==> config.mk <==
export PLATFORM = sky130hd
export DESIGN_NAME = halfword_store_unit
export DESIGN_NICKNAME = d
export VERILOG_FILES = /design/src/rtl/hst_pkg.sv /design/src/rtl/hst_lane_steer.sv /design/src/rtl/hst_win_check.sv /design/src/rtl/hst_fault_track.sv /design/src/rtl/halfword_store_unit.sv
export SDC_FILE = /design/constraint.sdc
export NUM_CORES = 1
export LEC_CHECK = 0
export BUFFER_PORTS_ARGS = -buffer_cell sky130_fd_sc_hd__buf_4
export CORE_ASPECT_RATIO = 0.5
export CORE_UTILIZATION = 35
export CTS_BUF_LIST = sky130_fd_sc_hd__clkbuf_4
export CTS_CLUSTER_SIZE = 40
export DETAILED_ROUTE_END_ITERATION = 12
export PLACE_DENSITY = 0.79
export RECOVER_POWER = 50
export SLEW_MARGIN = 5
export SYNTH_ARGS = -nofsm -noshare
export SYNTH_HDL_FRONTEND = slang
export SYNTH_SLANG_ARGS = --single-unit
==> constraint.sdc <==
create_clock -name clk_i -period 2.1 [get_ports clk_i]
set_clock_uncertainty 0.1 [all_clocks]
set_input_delay 0.525 -clock clk_i [delete_from_list [all_inputs] [get_ports clk_i]]
set_output_delay 0.525 -clock clk_i [all_outputs]
set_load 0.02 [all_outputs]
==> src/rtl/hst_pkg.sv <==
package hst_pkg;
  localparam int unsigned BYTE_W  = 8;
  localparam int unsigned HALF_W  = 2 * BYTE_W;
  localparam int unsigned N_LANES = HALF_W / BYTE_W;

  typedef enum logic {
    ORDER_LITTLE = 1'b0,
    ORDER_BIG    = 1'b1
  } byte_order_e;

  typedef logic [BYTE_W-1:0] byte_t;
endpackage

==> src/rtl/hst_lane_steer.sv <==
module hst_lane_steer
  import hst_pkg::*;
(
  input  logic [HALF_W-1:0] half_i,
  input  byte_order_e       order_i,
  output byte_t             lane_o [N_LANES]
);
  // lane l is the byte at address A+l
  for (genvar l = 0; l < N_LANES; l++) begin : g_lane
    localparam int unsigned LE_SRC = l;
    localparam int unsigned BE_SRC = N_LANES - 1 - l;
    always_comb begin
      if (order_i == ORDER_BIG) lane_o[l] = half_i[BE_SRC*BYTE_W +: BYTE_W];
      else                      lane_o[l] = half_i[LE_SRC*BYTE_W +: BYTE_W];
    end
  end
endmodule

==> src/rtl/hst_win_check.sv <==
module hst_win_check #(
  parameter int unsigned    AW   = 32,
  parameter logic [AW-1:0]  BASE = '0,
  parameter logic [AW-1:0]  SIZE = '0
) (
  input  logic [AW-1:0] addr_i,
  output logic          hit_o
);
  if (SIZE == '0) begin : g_none
    assign hit_o = 1'b0;
  end else begin : g_win
    logic [AW-1:0] offs;
    assign offs  = addr_i - BASE;
    assign hit_o = (addr_i >= BASE) && (offs < SIZE);
  end
endmodule

==> src/rtl/hst_fault_track.sv <==
module hst_fault_track (
  input  logic clk_i,
  input  logic rst_ni,
  input  logic mis_evt_i,
  input  logic trap_en_i,
  input  logic clr_i,
  input  logic ijmp_i,
  output logic flag_o,
  output logic exc_o
);
  logic flag_q, pend_q, exc_q;
  logic arm;

  assign arm = mis_evt_i & trap_en_i;

  always_ff @(posedge clk_i or negedge rst_ni) begin
    if (!rst_ni) begin
      flag_q <= 1'b0;
      pend_q <= 1'b0;
      exc_q  <= 1'b0;
    end else begin
      // new event wins over clear
      flag_q <= mis_evt_i | (flag_q & ~clr_i);
      // arming in the strobe cycle keeps a trap for the next strobe
      pend_q <= arm | (pend_q & ~ijmp_i);
      exc_q  <= pend_q & ijmp_i;
    end
  end

  assign flag_o = flag_q;
  assign exc_o  = exc_q;
endmodule

==> src/rtl/halfword_store_unit.sv <==
module halfword_store_unit
  import hst_pkg::*;
#(
  parameter int unsigned   AW        = 32,
  parameter logic [AW-1:0] MMIO_BASE = 32'hEFE0_0000,
  parameter logic [AW-1:0] MMIO_SIZE = 32'h0010_0000
) (
  input  logic          clk_i,
  input  logic          rst_ni,
  input  logic          st_valid_i,
  input  logic [AW-1:0] st_addr_i,
  input  logic [31:0]   st_data_i,
  input  logic [31:0]   guard_i,
  input  logic          big_endian_i,
  input  logic          trap_en_i,
  input  logic          ijmp_i,
  input  logic          mis_clr_i,
  output logic [AW-1:0] wr0_addr_o,
  output logic [7:0]    wr0_data_o,
  output logic          wr0_en_o,
  output logic [AW-1:0] wr1_addr_o,
  output logic [7:0]    wr1_data_o,
  output logic          wr1_en_o,
  output logic          mis_flag_o,
  output logic          exc_req_o
);
  logic unused_hi;
  assign unused_hi = ^{st_data_i[31:HALF_W], guard_i[31:1]};

  logic        take, misal, win_hit, do_write;
  byte_t       lane [N_LANES];
  byte_order_e order;

  assign take     = st_valid_i & guard_i[0];
  assign misal    = take & st_addr_i[0];
  assign do_write = take & ~st_addr_i[0] & ~win_hit;
  assign order    = byte_order_e'(big_endian_i);

  hst_lane_steer u_steer (
    .half_i  (st_data_i[HALF_W-1:0]),
    .order_i (order),
    .lane_o  (lane)
  );

  hst_win_check #(.AW(AW), .BASE(MMIO_BASE), .SIZE(MMIO_SIZE)) u_win (
    .addr_i (st_addr_i),
    .hit_o  (win_hit)
  );

  hst_fault_track u_fault (
    .clk_i     (clk_i),
    .rst_ni    (rst_ni),
    .mis_evt_i (misal),
    .trap_en_i (trap_en_i),
    .clr_i     (mis_clr_i),
    .ijmp_i    (ijmp_i),
    .flag_o    (mis_flag_o),
    .exc_o     (exc_req_o)
  );

  logic [AW-1:0] addr_q;
  byte_t         data_q [N_LANES];
  logic          en_q;

  always_ff @(posedge clk_i or negedge rst_ni) begin
    if (!rst_ni) begin
      addr_q <= '0;
      en_q   <= 1'b0;
      for (int l = 0; l < N_LANES; l++) data_q[l] <= '0;
    end else begin
      en_q <= do_write;
      if (do_write) begin
        addr_q <= st_addr_i;
        for (int l = 0; l < N_LANES; l++) data_q[l] <= lane[l];
      end
    end
  end

  assign wr0_addr_o = addr_q;
  assign wr1_addr_o = addr_q + AW'(1);
  assign wr0_data_o = data_q[0];
  assign wr1_data_o = data_q[1];
  assign wr0_en_o   = en_q;
  assign wr1_en_o   = en_q;
endmodule


* After elaboration in Yosys (flattened, before gate mapping) *
Cells that the tools add are included.

word-level totals
  flip-flop bits (word level) = 52
  input port bits = 103
  output and inout bits = 84
  word-level logic and storage cells = 28

cells by class
  add/sub/neg operators = 2
  $lt $le $gt $ge = 2
  mux-type cells = 2
  bitwise logic cells = 14
  reductions and logical operators = 1

operators by type and width
  cell                                                                            count
  32-bit by 1-bit adder with 32-bit output, second input constant                 1
  32-bit >= comparator, second input constant                                     1
  32-bit by 21-bit less-than comparator with 1-bit output, second input constant  1
  32-bit subtractor, second input constant                                        1
  8-bit two-way mux                                                               2
  1-bit AND                                                                       8
  1-bit NOT                                                                       4
  1-bit bitwise OR                                                                2
  1-bit logical AND                                                               1

* Logic depth before layout (Yosys ltp) *
Gate-level depths: netlist (run 1).

  depth after elaboration = 5
  gate-level depth with buffers = 8
  depth with buffers taken out = 6

* By module *
Synthesis (run 1) repeated with hierarchy kept, for this count alone.

unflattened totals
  cell total of the unflattened synthesis = 249
  area total of the unflattened synthesis = 2969.1 um^2

modules (own cells, without submodules)
  module               times used  cells each  area each (um^2)
  halfword_store_unit  1           204         2488.6
  hst_lane_steer       1           18          249.0
  hst_win_check        1           18          126.4
  hst_fault_track      1           9           105.1

* Worst setup path before layout (run 1) *
Ideal clock, no wire load.

  path type = register to output
  start = reg addr_q[1] (netlist: wr0_addr_o[1])
  end = out wr1_addr_o[22]
  arrival = 2016 ps
  slack = -541 ps
  cell stages (with the launch flop) = 7
  buffers on the path = 0
  cell sequence = dfrtp_1 ha_1 and3_1 nand4_1 nor3_2 nand4_1 xnor2_1

on the way
  word-level cells in the longest chain between the ends = 1

ends and longest elaborated chain
  element                                   line                       text
  start, declared                           halfword_store_unit.sv:61  logic [AW-1:0] addr_q;
  start signal, assigned                    halfword_store_unit.sv:73  addr_q <= st_addr_i;
  32-bit by 1-bit adder with 32-bit output  halfword_store_unit.sv:80  assign wr1_addr_o = addr_q + AW'(1);
  end, declared                             halfword_store_unit.sv:21  output logic [AW-1:0] wr1_addr_o,

No other way between the ends.

* Final worst setup path (run 1) *
Same ends and word-level chain as after synthesis.

==> impl_metrics.json, run 1 <==
{
  "crit_chain": "ha_4 -> and3_4 -> nand4_1 -> nor3_4 -> buf_12 -> nand4_1 -> xnor2_2 -> buf_4",
  "crit_path_frequent_cell": "nand4_1",
  "die_x_um": 130.0,
  "placedInstanceArea_um2": 4631,
  "wl_met1_um": 3609,
  "ys.flop_type": "dfrtp_1",
  "cts-root-buf": "clkbuf_4",
  "slew_headroom_pct": 11.79,
  "p_total_mw": 3.566,
  "drcViolationCount": 0,
  "antenna_found_initial": 0,
  "met3_length_um": 276,
  "required_ns": 1.47,
  "portBuffers": 139,
  "grt_overflow": 0,
  "core.rowCount": 22,
  "initialDrtViolationCount": 97,
  "max_stage_delay_ns": 0.43,
  "cts_max_path_buffers": 2,
  "failed_checks": "setup timing",
  "period_minus_slack_ns": 2.756,
  "final_cells": 536,
  "cts_sinks": 52,
  "diodes": 0,
  "clk_pin_slew_ns": 0.16,
  "coreArea_um2": 7625,
  "die_h_um": 66.02,
  "yosys-top-cells-area": "dfrtp_1 45%, mux2_2 17%, mux2_4 10%",
  "hold_class": "in2reg",
  "worstSetupPathDepth": 8,
  "synth-compound-area-share_pct": 1.614,
  "drive_above_1_share_pct": 75.23,
  "yosysTopAreaCellShare_pct": 45.36,
  "hold_violations": 0,
  "synth-edff-count": 0,
  "num_vias": 2615,
  "wl_met2_um": 5069,
  "cts_tree": "yes",
  "synth_nets": 339,
  "r2r-end": "wr0_addr_o[4]$_DFFE_PN0P_",
  "post-place-cells": 514,
  "ys_ff_latch": 52,
  "drt_pass1_iterations": 4,
  "fmax_ghz": 0.3628,
  "worst_pin_slew_ns": 1.323,
  "finalCritPeriodShare_pct": 131.3,
  "numCtsBuffers": 5,
  "synth_top_family_by_area": "multiplexers",
  "final_common_cell": "buf_4",
  "htree_levels": 2,
  "ys_seq_area_share_pct": 45.36,
  "cp_max_fo": 9,
  "async_reset_ff_share_pct": 100.0,
  "fin_area_um2": 5024,
  "arrival_ns": 2.13,
  "yosys.area.top_type": "dfrtp_1",
  "final_nets": 532,
  "rsz0062_at_grt": "yes",
  "drtAntennaViolNets": 0,
  "synth_simple_gate_area_share_pct": 12.43,
  "p_leak_nw": 2.387,
  "crit_path_end_kind": "output port",
  "ys_warn_count": 0,
  "drv_cap": 0,
  "path_buf_inv": 2,
  "finalSetupViolations": 77,
  "worstSetupPathType": "reg2out",
  "wl_per_cell_um": 17.00,
  "rrSetupSlack_ns": 1.04,
  "r2r_cells": 2,
  "io_pins": 187,
  "insertion_delay_ns": 0.38,
  "synth_xor_area_share_pct": 9.158,
  "reg2reg_from": "wr0_addr_o[4]$_DFFE_PN0P_",
  "drv_slew": 0,
  "initial_utilization_pct": 37.63,
  "grt_pass1_vias": 2673,
  "power_density_nw_per_um2": 709.8,
  "yosys.area_share.adder_pct": 0.8722,
  "ir_worst_vdd_mv": 0.3037,
  "cp_top_family": "simple AND/OR/NAND/NOR gates",
  "crit_path_start": "wr0_addr_o[1]$_DFFE_PN0P_",
  "syn_area_um2": 2869,
  "post-dp-hpwl_um": 6508,
  "via_per_inst": 4.879,
  "gp_congestion": 0.7921,
  "muxShareOfSynthArea_pct": 27.34,
  "crit_end": "wr1_addr_o[22]",
  "status": "complete, but fails checks",
  "dp_slack_ns": -0.5489,
  "dieArea_um2": 8585,
  "grt.total_usage_pct": 20.78,
  "grt_pass1_wl_um": 13400,
  "avgSynthCellArea_um2": 12.26,
  "crit_path_start_kind": "flip-flop",
  "timing.final.ws_setup_ns": -0.6564,
  "cp_slowest_cell": "dfrtp_2",
  "drt_wl_total_um": 9112,
  "synthCells": 234,
  "grt_max_degree": 53,
  "hold_start": "mis_clr_i",
  "cts_hold_buf": 0,
  "top_layer": "met4",
  "area_delta_synth_final_pct": 75.10,
  "final_cell_mix": "168 x buf_4, 42 x mux2_2, 40 x dfrtp_1",
  "synth.distinct_cells": 31
}
-- power breakdown --
group	leakage (nW)	internal, mW	switching, mW	total, mW
Clock	0.0324	0.124	0.328	0.452
Combinational	1.74	0.928	0.869	1.80
Sequential	0.612	1.19	0.129	1.32
-- registers in the layout, summed over array words and instances, names as in the netlist --
| signal | cells |
|---|---|
| wr0_addr_o | 32 |
| wr0_data_o | 8 |
| u_fault.flag_o | 1 |
| wr1_data_o | 8 |
| u_fault.pend_q | 1 |
| u_fault.exc_o | 1 |
| wr0_en_o | 1 |
-- routing by layer --
layer  track usage [%]  vias to the layer above
li1                  -                     1216
met1             23.48                     1330
met2             39.83                       55
met3             3.398                       14
met4             7.267                        0
met5                 0                        -
-- how the worst min path moves through the flow --
stage / end / slack [ns] / cells after the start
4_1_cts: wr0_addr_o[5]$_DFFE_PN0P_ / 0.06 / 1
6_report: u_fault.flag_o$_DFF_PN0_ / 0.20 / 2
5_1_grt: u_fault.flag_o$_DFF_PN0_ / 0.21 / 2
3_5_place_dp: u_fault.exc_o$_DFF_PN0_ / 0.38 / 1
2_1_floorplan: u_fault.exc_o$_DFF_PN0_ / 0.13 / 0
3_3_place_gp: u_fault.exc_o$_DFF_PN0_ / 0.37 / 1
-- cell type report --
cell class | count | area (um2)
Multi-Input combinational cell | 165 | 1849
Clock buffer | 5 | 37.54
Timing Repair Buffer | 196 | 1645
Inverter | 7 | 26.28
Sequential cell | 52 | 1316
Clock inverter | 3 | 13.76
Tap cell | 108 | 135.1
Fill cell | 537 | 2601
-- kinds of logic after synthesis --
group                      after synthesis
muxes                                   63
AOI/OAI and AO/OA                        8
xor gates and xnor gates                30
buffers and inverters                   17
DFF                                     52
adders and majority gates                2
and+or+nand+nor                         62
-- worst register-to-register path: cells and delay by family (launching register included) --
| kind | cells | cell delay [ns] |
|---|---|---|
| buffers and inverters | 1 | 0.17 |
| muxes | 1 | 0.27 |
| DFF | 1 | 0.43 |
-- metrics by stage --
stage	TNS, ns	utilization [%]	hold WS [ns]
final	-19.92	65.88	0.2034
after global routing	-22.81	65.88	0.2075
after CTS	-17.56	64.75	0.06279
after detailed placement	-27.14	60.73	0.3840
after global placement	-26.24	60.73	0.3730
after floorplan	-17.50	-	0.1294
-- cells in the mapped netlist, types with 2 or more instances --
| master | number |
|---|---|
| nor3_2 | 2 |
| ha_1 | 2 |
| nand2b_1 | 2 |
| nor3_1 | 2 |
| buf_6 | 3 |
| and3_1 | 7 |
| xor2_1 | 6 |
| dfrtp_1 | 52 |
| xnor2_1 | 24 |
| and2_1 | 3 |
| nand4_1 | 7 |
| o21ai_0 | 2 |
| mux2_4 | 20 |
| nand3_1 | 14 |
| mux2_2 | 43 |
| a21oi_1 | 2 |
| buf_2 | 2 |
| clkbuf_1 | 4 |
| and4_1 | 5 |
| nor2_1 | 6 |
| o22ai_1 | 2 |
| inv_1 | 7 |
| nand2_1 | 9 |
-- timing repair --
action / CTS / global route
resized for setup: 27 / 20
pin swaps: 13 / 5
endpoints found under the setup margin: 74 / 73
buffers inserted: 7 / 8
gates cloned: 3 / 1
No activity file was read; power rests on OpenSTA's default activity.
==> run 2, diff against run 1 <==
--- a/config.mk
+++ b/config.mk
@@ -7,6 +7,7 @@
 export LEC_CHECK = 0
 export BUFFER_PORTS_ARGS = -buffer_cell sky130_fd_sc_hd__buf_4
 export CORE_ASPECT_RATIO = 0.5
+export CORE_MARGIN = 2
 export CORE_UTILIZATION = 35
 export CTS_BUF_LIST = sky130_fd_sc_hd__clkbuf_4
 export CTS_CLUSTER_SIZE = 40
==> impl_metrics.json, run 2 (synthesis results as in run 1) <==
{
  "status": "complete, but fails checks",
  "failed_checks": "setup timing",
  "largest_reg_flops": 32,
  "crit_chain": "ha_4 -> and3_4 -> nand4_1 -> nor3_4 -> buf_12 -> nand4_1 -> xnor2_2 -> buf_4",
  "p_total_mw": 3.626,
  "wl_per_cell_um": 16.18,
  "grt_pass1_wl_um": 13320,
  "slew_headroom_pct": 10.57,
  "insertion_delay_ns": 0.36,
  "dieArea_um2": 8981,
  "diodes": 0,
  "core.rowCount": 23,
  "fill_cells": 622,
  "numCtsBuffers": 5,
  "initial_utilization_pct": 35.99,
  "crit_path_start": "wr0_addr_o[1]$_DFFE_PN0P_",
  "final_cell_mix": "181 x buf_4, 43 x mux2_2, 40 x dfrtp_1",
  "rrSetupSlack_ns": 0.83,
  "grt_pass1_vias": 2672,
  "cts_tree": "yes",
  "p_leak_nw": 2.438,
  "max_stage_delay_ns": 0.43,
  "cp_max_fo": 9,
  "gp_congestion": 0.8129,
  "timing.final.ws_setup_ns": -0.6490,
  "r2r_cells": 4,
  "crit_end": "wr1_addr_o[22]",
  "final_nets": 542,
  "power_density_nw_per_um2": 711.0,
  "cts-root-buf": "clkbuf_4",
  "htree_levels": 2,
  "p_int_mw": 2.302,
  "crit_path_end_kind": "output port",
  "drcViolationCount": 0,
  "grt_max_degree": 53,
  "cts_max_path_buffers": 2,
  "post-dp-hpwl_um": 6629,
  "hold_class": "in2reg",
  "crit_path_start_kind": "flip-flop",
  "ir_worst_vdd_mv": 0.2987,
  "power.share.clock_pct": 13.0,
  "die_x_um": 132.0,
  "drt_wl_total_um": 8897,
  "io_pins": 187,
  "die_h_um": 68.02,
  "share_comb_of_total_power_pct": 51.1,
  "final_common_cell": "buf_4",
  "reg2reg_from": "wr0_addr_o[1]$_DFFE_PN0P_",
  "antenna_found_initial": 0,
  "crit_path_frequent_cell": "nand4_1",
  "initialDrtViolationCount": 112,
  "grt.total_usage_pct": 19.23,
  "coreArea_um2": 7971,
  "area_delta_synth_final_pct": 77.76,
  "drv_slew": 0,
  "period_minus_slack_ns": 2.749,
  "worst_pin_slew_ns": 1.341,
  "fmax_ghz": 0.3638,
  "clk_pin_slew_ns": 0.15,
  "final.setup.tns_ns": -18.01,
  "final_cells": 550,
  "r2r-end": "wr0_addr_o[1]$_DFFE_PN0P_",
  "drt_pass1_iterations": 4,
  "drtAntennaViolNets": 0,
  "cts_sinks": 52,
  "portBuffers": 139,
  "worstSetupPathType": "reg2out",
  "cp_slowest_cell": "dfrtp_2",
  "arrival_ns": 2.12,
  "hold_depth": 2,
  "post-place-cells": 530,
  "finalSetupViolations": 75,
  "finalCritPeriodShare_pct": 130.9,
  "p_switching_mw": 1.324,
  "hold_violations": 0,
  "seq_power_share_pct": 35.9,
  "sw_frac_of_total_pct": 36.50,
  "finalCoreUtilization_pct": 63.98,
  "num_vias": 2572,
  "via_per_inst": 4.676,
  "drive_above_1_share_pct": 75.57,
  "drv_cap": 0,
  "grt_overflow": 0,
  "required_ns": 1.47,
  "rsz0062_at_grt": "yes"
}
[run 2: final cells by class]
cell class	instances	area, um2	share of cell area [%]
clock buffers	7	52.55	1.030
clock inverters	1	3.754	0.07360
inverters	7	26.28	0.5152
multi-input cells	165	1833	35.94
flip-flops and latches	52	1316	25.81
well taps	112	140.1	2.748
repair buffers	206	1728	33.88
[run 2: critical path, delay by kind of cell, from the launching register on]
kind | cells | cell delay [ns]
flops | 1 | 0.43
xor+xnor | 1 | 0.17
buf+inv | 2 | 0.30
fa+ha+maj | 1 | 0.15
simple gates | 4 | 0.69
[run 2: timing repair]
| action | in CTS | in global routing |
|---|---|---|
| buffers inserted | 5 | 5 |
| setup endpoints to repair | 74 | 76 |
| cloned | 3 | 0 |
| pin swaps | 10 | 8 |
| gates resized for setup | 16 | 17 |
| hold buffers | 0 | 0 |
[run 2: worst min path at each step]
stage                                           end  slack [ns]                     start
after detailed placement    u_fault.exc_o$_DFF_PN0_        0.38  u_fault.pend_q$_DFF_PN0_
after global routing       u_fault.flag_o$_DFF_PN0_        0.18                 mis_clr_i
final                      u_fault.flag_o$_DFF_PN0_        0.22                 mis_clr_i
after CTS                 wr0_data_o[4]$_DFFE_PN0P_        0.09                    rst_ni
after floorplan             u_fault.exc_o$_DFF_PN0_        0.13                    rst_ni
after global placement      u_fault.exc_o$_DFF_PN0_        0.37  u_fault.pend_q$_DFF_PN0_
[run 2: routing by layer]
layer	vias to the layer above	global-route usage, %	part of all wire [%]
met5	-	0	0
met4	0	5.299	0.99
met3	9	3.778	3.1
met2	53	38.28	55
met1	1278	21.68	41
li1	1232	-	-
[run 2: power groups by stage]
| stage | sequential (mW) | combinational, mW | clock (mW) |
|---|---|---|---|
| 2_1_floorplan | 1.64 | 0.597 | 0 |
| 3_3_place_gp | 1.31 | 1.74 | 0 |
| 3_5_place_dp | 1.32 | 1.78 | 0 |
| 4_1_cts | 1.30 | 1.82 | 0.487 |
| 5_1_grt | 1.33 | 1.95 | 0.530 |
| 6_report | 1.30 | 1.85 | 0.471 |
[run 2: metrics by stage]
stage / area, um2 / worst slack [ns] / hold WS, ns
CTS: 4991 / -0.6583 / 0.08661
detailed placement: 4763 / -0.5529 / 0.3766
finish: 5100 / -0.6490 / 0.2168
global route: 5100 / -0.7685 / 0.1806
floorplan: 3188 / -0.3703 / 0.1294
global placement: 4763 / -0.5407 / 0.3733
==> run 3, diff against run 2 <==
--- a/config.mk
+++ b/config.mk
@@ -9,7 +9,7 @@
 export CORE_ASPECT_RATIO = 0.5
 export CORE_MARGIN = 2
 export CORE_UTILIZATION = 35
-export CTS_BUF_LIST = sky130_fd_sc_hd__clkbuf_4
+export CTS_BUF_LIST = sky130_fd_sc_hd__clkbuf_8
 export CTS_CLUSTER_SIZE = 40
 export DETAILED_ROUTE_END_ITERATION = 12
 export PLACE_DENSITY = 0.79
==> impl_metrics.json, run 3 (synthesis results as in run 1) <==
{
  "post-dp-hpwl_um": 6629,
  "drcViolationCount": 0,
  "ir_worst_vdd_mv": 0.3140,
  "grt.total_usage_pct": 19.38,
  "crit_path_start": "wr0_addr_o[1]$_DFFE_PN0P_",
  "fmax_ghz": 0.3764,
  "rrSetupSlack_ns": 0.94,
  "finalCoreUtilization_pct": 64.20,
  "coreArea_um2": 7971,
  "worstSetupPathType": "reg2out",
  "cts_hold_buf": 0,
  "final_nets": 540,
  "arrival_ns": 2.03,
  "num_vias": 2593,
  "seq_power_share_pct": 34.9,
  "worst_pin_slew_ns": 1.340,
  "initialDrtViolationCount": 119,
  "hold_violations": 0,
  "grtUsageMet3_pct": 3.778,
  "antenna_found_initial": 0,
  "final_common_cell": "buf_4",
  "wl_per_cell_um": 16.10,
  "grt_pass1_wl_um": 13390,
  "rsz0062_at_grt": "yes",
  "required_ns": 1.47,
  "diodes": 0,
  "htree_levels": 2,
  "die_h_um": 68.02,
  "r2r_cells": 3,
  "cts_max_path_buffers": 2,
  "post-place-cells": 530,
  "cts_sinks": 52,
  "crit_end": "wr1_addr_o[22]",
  "grt_max_degree": 53,
  "reg2reg_from": "wr0_addr_o[1]$_DFFE_PN0P_",
  "via_per_inst": 4.732,
  "cp_max_fo": 9,
  "core.rowCount": 23,
  "drt_pass1_iterations": 4,
  "grt_overflow": 0,
  "grt_pass1_vias": 2686,
  "power.share.clock_pct": 15.9,
  "finalSetupViolations": 74,
  "io_pins": 187,
  "fin_area_um2": 5117,
  "grt_busiest_layer": "met2",
  "timing.final.ws_setup_ns": -0.5571,
  "failed_checks": "setup timing",
  "largest_reg_flops": 32,
  "finalCritPeriodShare_pct": 126.5,
  "final_cell_mix": "180 x buf_4, 43 x mux2_2, 40 x dfrtp_1",
  "dp_slack_ns": -0.5529,
  "p_total_mw": 3.741,
  "placedInstanceArea_um2": 4763,
  "cts_tree": "yes",
  "final.setup.tns_ns": -18.55,
  "drive_above_1_share_pct": 75.00,
  "hold_class": "in2reg",
  "drtAntennaViolNets": 0,
  "gp_congestion": 0.8129,
  "drt_wl_total_um": 8825,
  "numCtsBuffers": 5,
  "area_delta_synth_final_pct": 78.37,
  "slew_headroom_pct": 10.69,
  "final_cells": 548,
  "p_int_mw": 2.402,
  "initial_utilization_pct": 35.99,
  "period_minus_slack_ns": 2.657,
  "drv_slew": 0,
  "p_switching_mw": 1.339,
  "holdWs_ns": 0.2834,
  "status": "complete, but fails checks",
  "use_met1_pct": 21.78,
  "insertion_delay_ns": 0.31,
  "power_density_nw_per_um2": 731.1,
  "dieArea_um2": 8981,
  "share_comb_of_total_power_pct": 49.3,
  "r2r-end": "wr0_addr_o[1]$_DFFE_PN0P_",
  "cts-root-buf": "clkbuf_8",
  "drv_cap": 0,
  "use_met2_pct": 37.57,
  "sw_frac_of_total_pct": 35.80,
  "p_leak_nw": 2.447,
  "crit_path_start_kind": "flip-flop",
  "clk_pin_slew_ns": 0.09,
  "die_x_um": 132.0,
  "portBuffers": 139,
  "crit_path_end_kind": "output port"
}
[run 3: changes by cell type in the layout (fill, tap and decap cells not counted)]
cell and delta:
nand3_2 -2, clkbuf_4 -7, nand3_4 +1, inv_1 +2
buf_6 -1, clkinv_1 -1, clkbuf_8 +6, nand3_1 +1
buf_4 -1
[run 3: how the worst min path moves through the flow]
stage / from / to / slack, ns / depth (start not counted)
3_3_place_gp: u_fault.pend_q$_DFF_PN0_ / u_fault.exc_o$_DFF_PN0_ / 0.37 / 1
4_1_cts: rst_ni / wr0_data_o[4]$_DFFE_PN0P_ / 0.17 / 1
5_1_grt: mis_clr_i / u_fault.flag_o$_DFF_PN0_ / 0.26 / 2
3_5_place_dp: u_fault.pend_q$_DFF_PN0_ / u_fault.exc_o$_DFF_PN0_ / 0.38 / 1
2_1_floorplan: rst_ni / u_fault.exc_o$_DFF_PN0_ / 0.13 / 0
6_report: mis_clr_i / u_fault.flag_o$_DFF_PN0_ / 0.28 / 2
[run 3: repair_timing]
action                                  4_1_cts  5_1_grt
cloned                                        3        0
resized for setup                            16       16
setup buffers                                 5        3
pin swaps                                    10        7
endpoints found under the setup margin       74       77
[run 3: layout make-up]
type                            count  area (um2)
Clock buffer                        6       82.58
Clock inverter                      2       7.507
Fill cell                         624        2854
Inverter                            7       26.28
Multi-Input combinational cell    165        1836
Sequential cell                    52        1316
Tap cell                          112       140.1
Timing Repair Buffer              204        1709
[run 3: critical path, cell delays in order, from the launching register on]
cell and delay, ns:
dfrtp_2 0.41, ha_4 0.14, and3_4 0.19, nand4_1 0.16, nor3_4 0.20, buf_12 0.15
nand4_1 0.14, xnor2_2 0.17, buf_4 0.15
[run 3: power groups by stage]
stage	Combinational (mW)	Clock (mW)	Sequential, mW
after floorplan	0.597	0	1.64
after global placement	1.74	0	1.31
after CTS	1.82	0.614	1.30
after detailed placement	1.78	0	1.32
after global routing	1.94	0.657	1.33
final	1.84	0.593	1.30
[run 3: layer usage]
layer / part of all wire [%] / routed length (um)
met5: 0 / 0
met4: 2.4 / 214
met3: 3.1 / 277
met2: 54 / 4793
met1: 40 / 3539
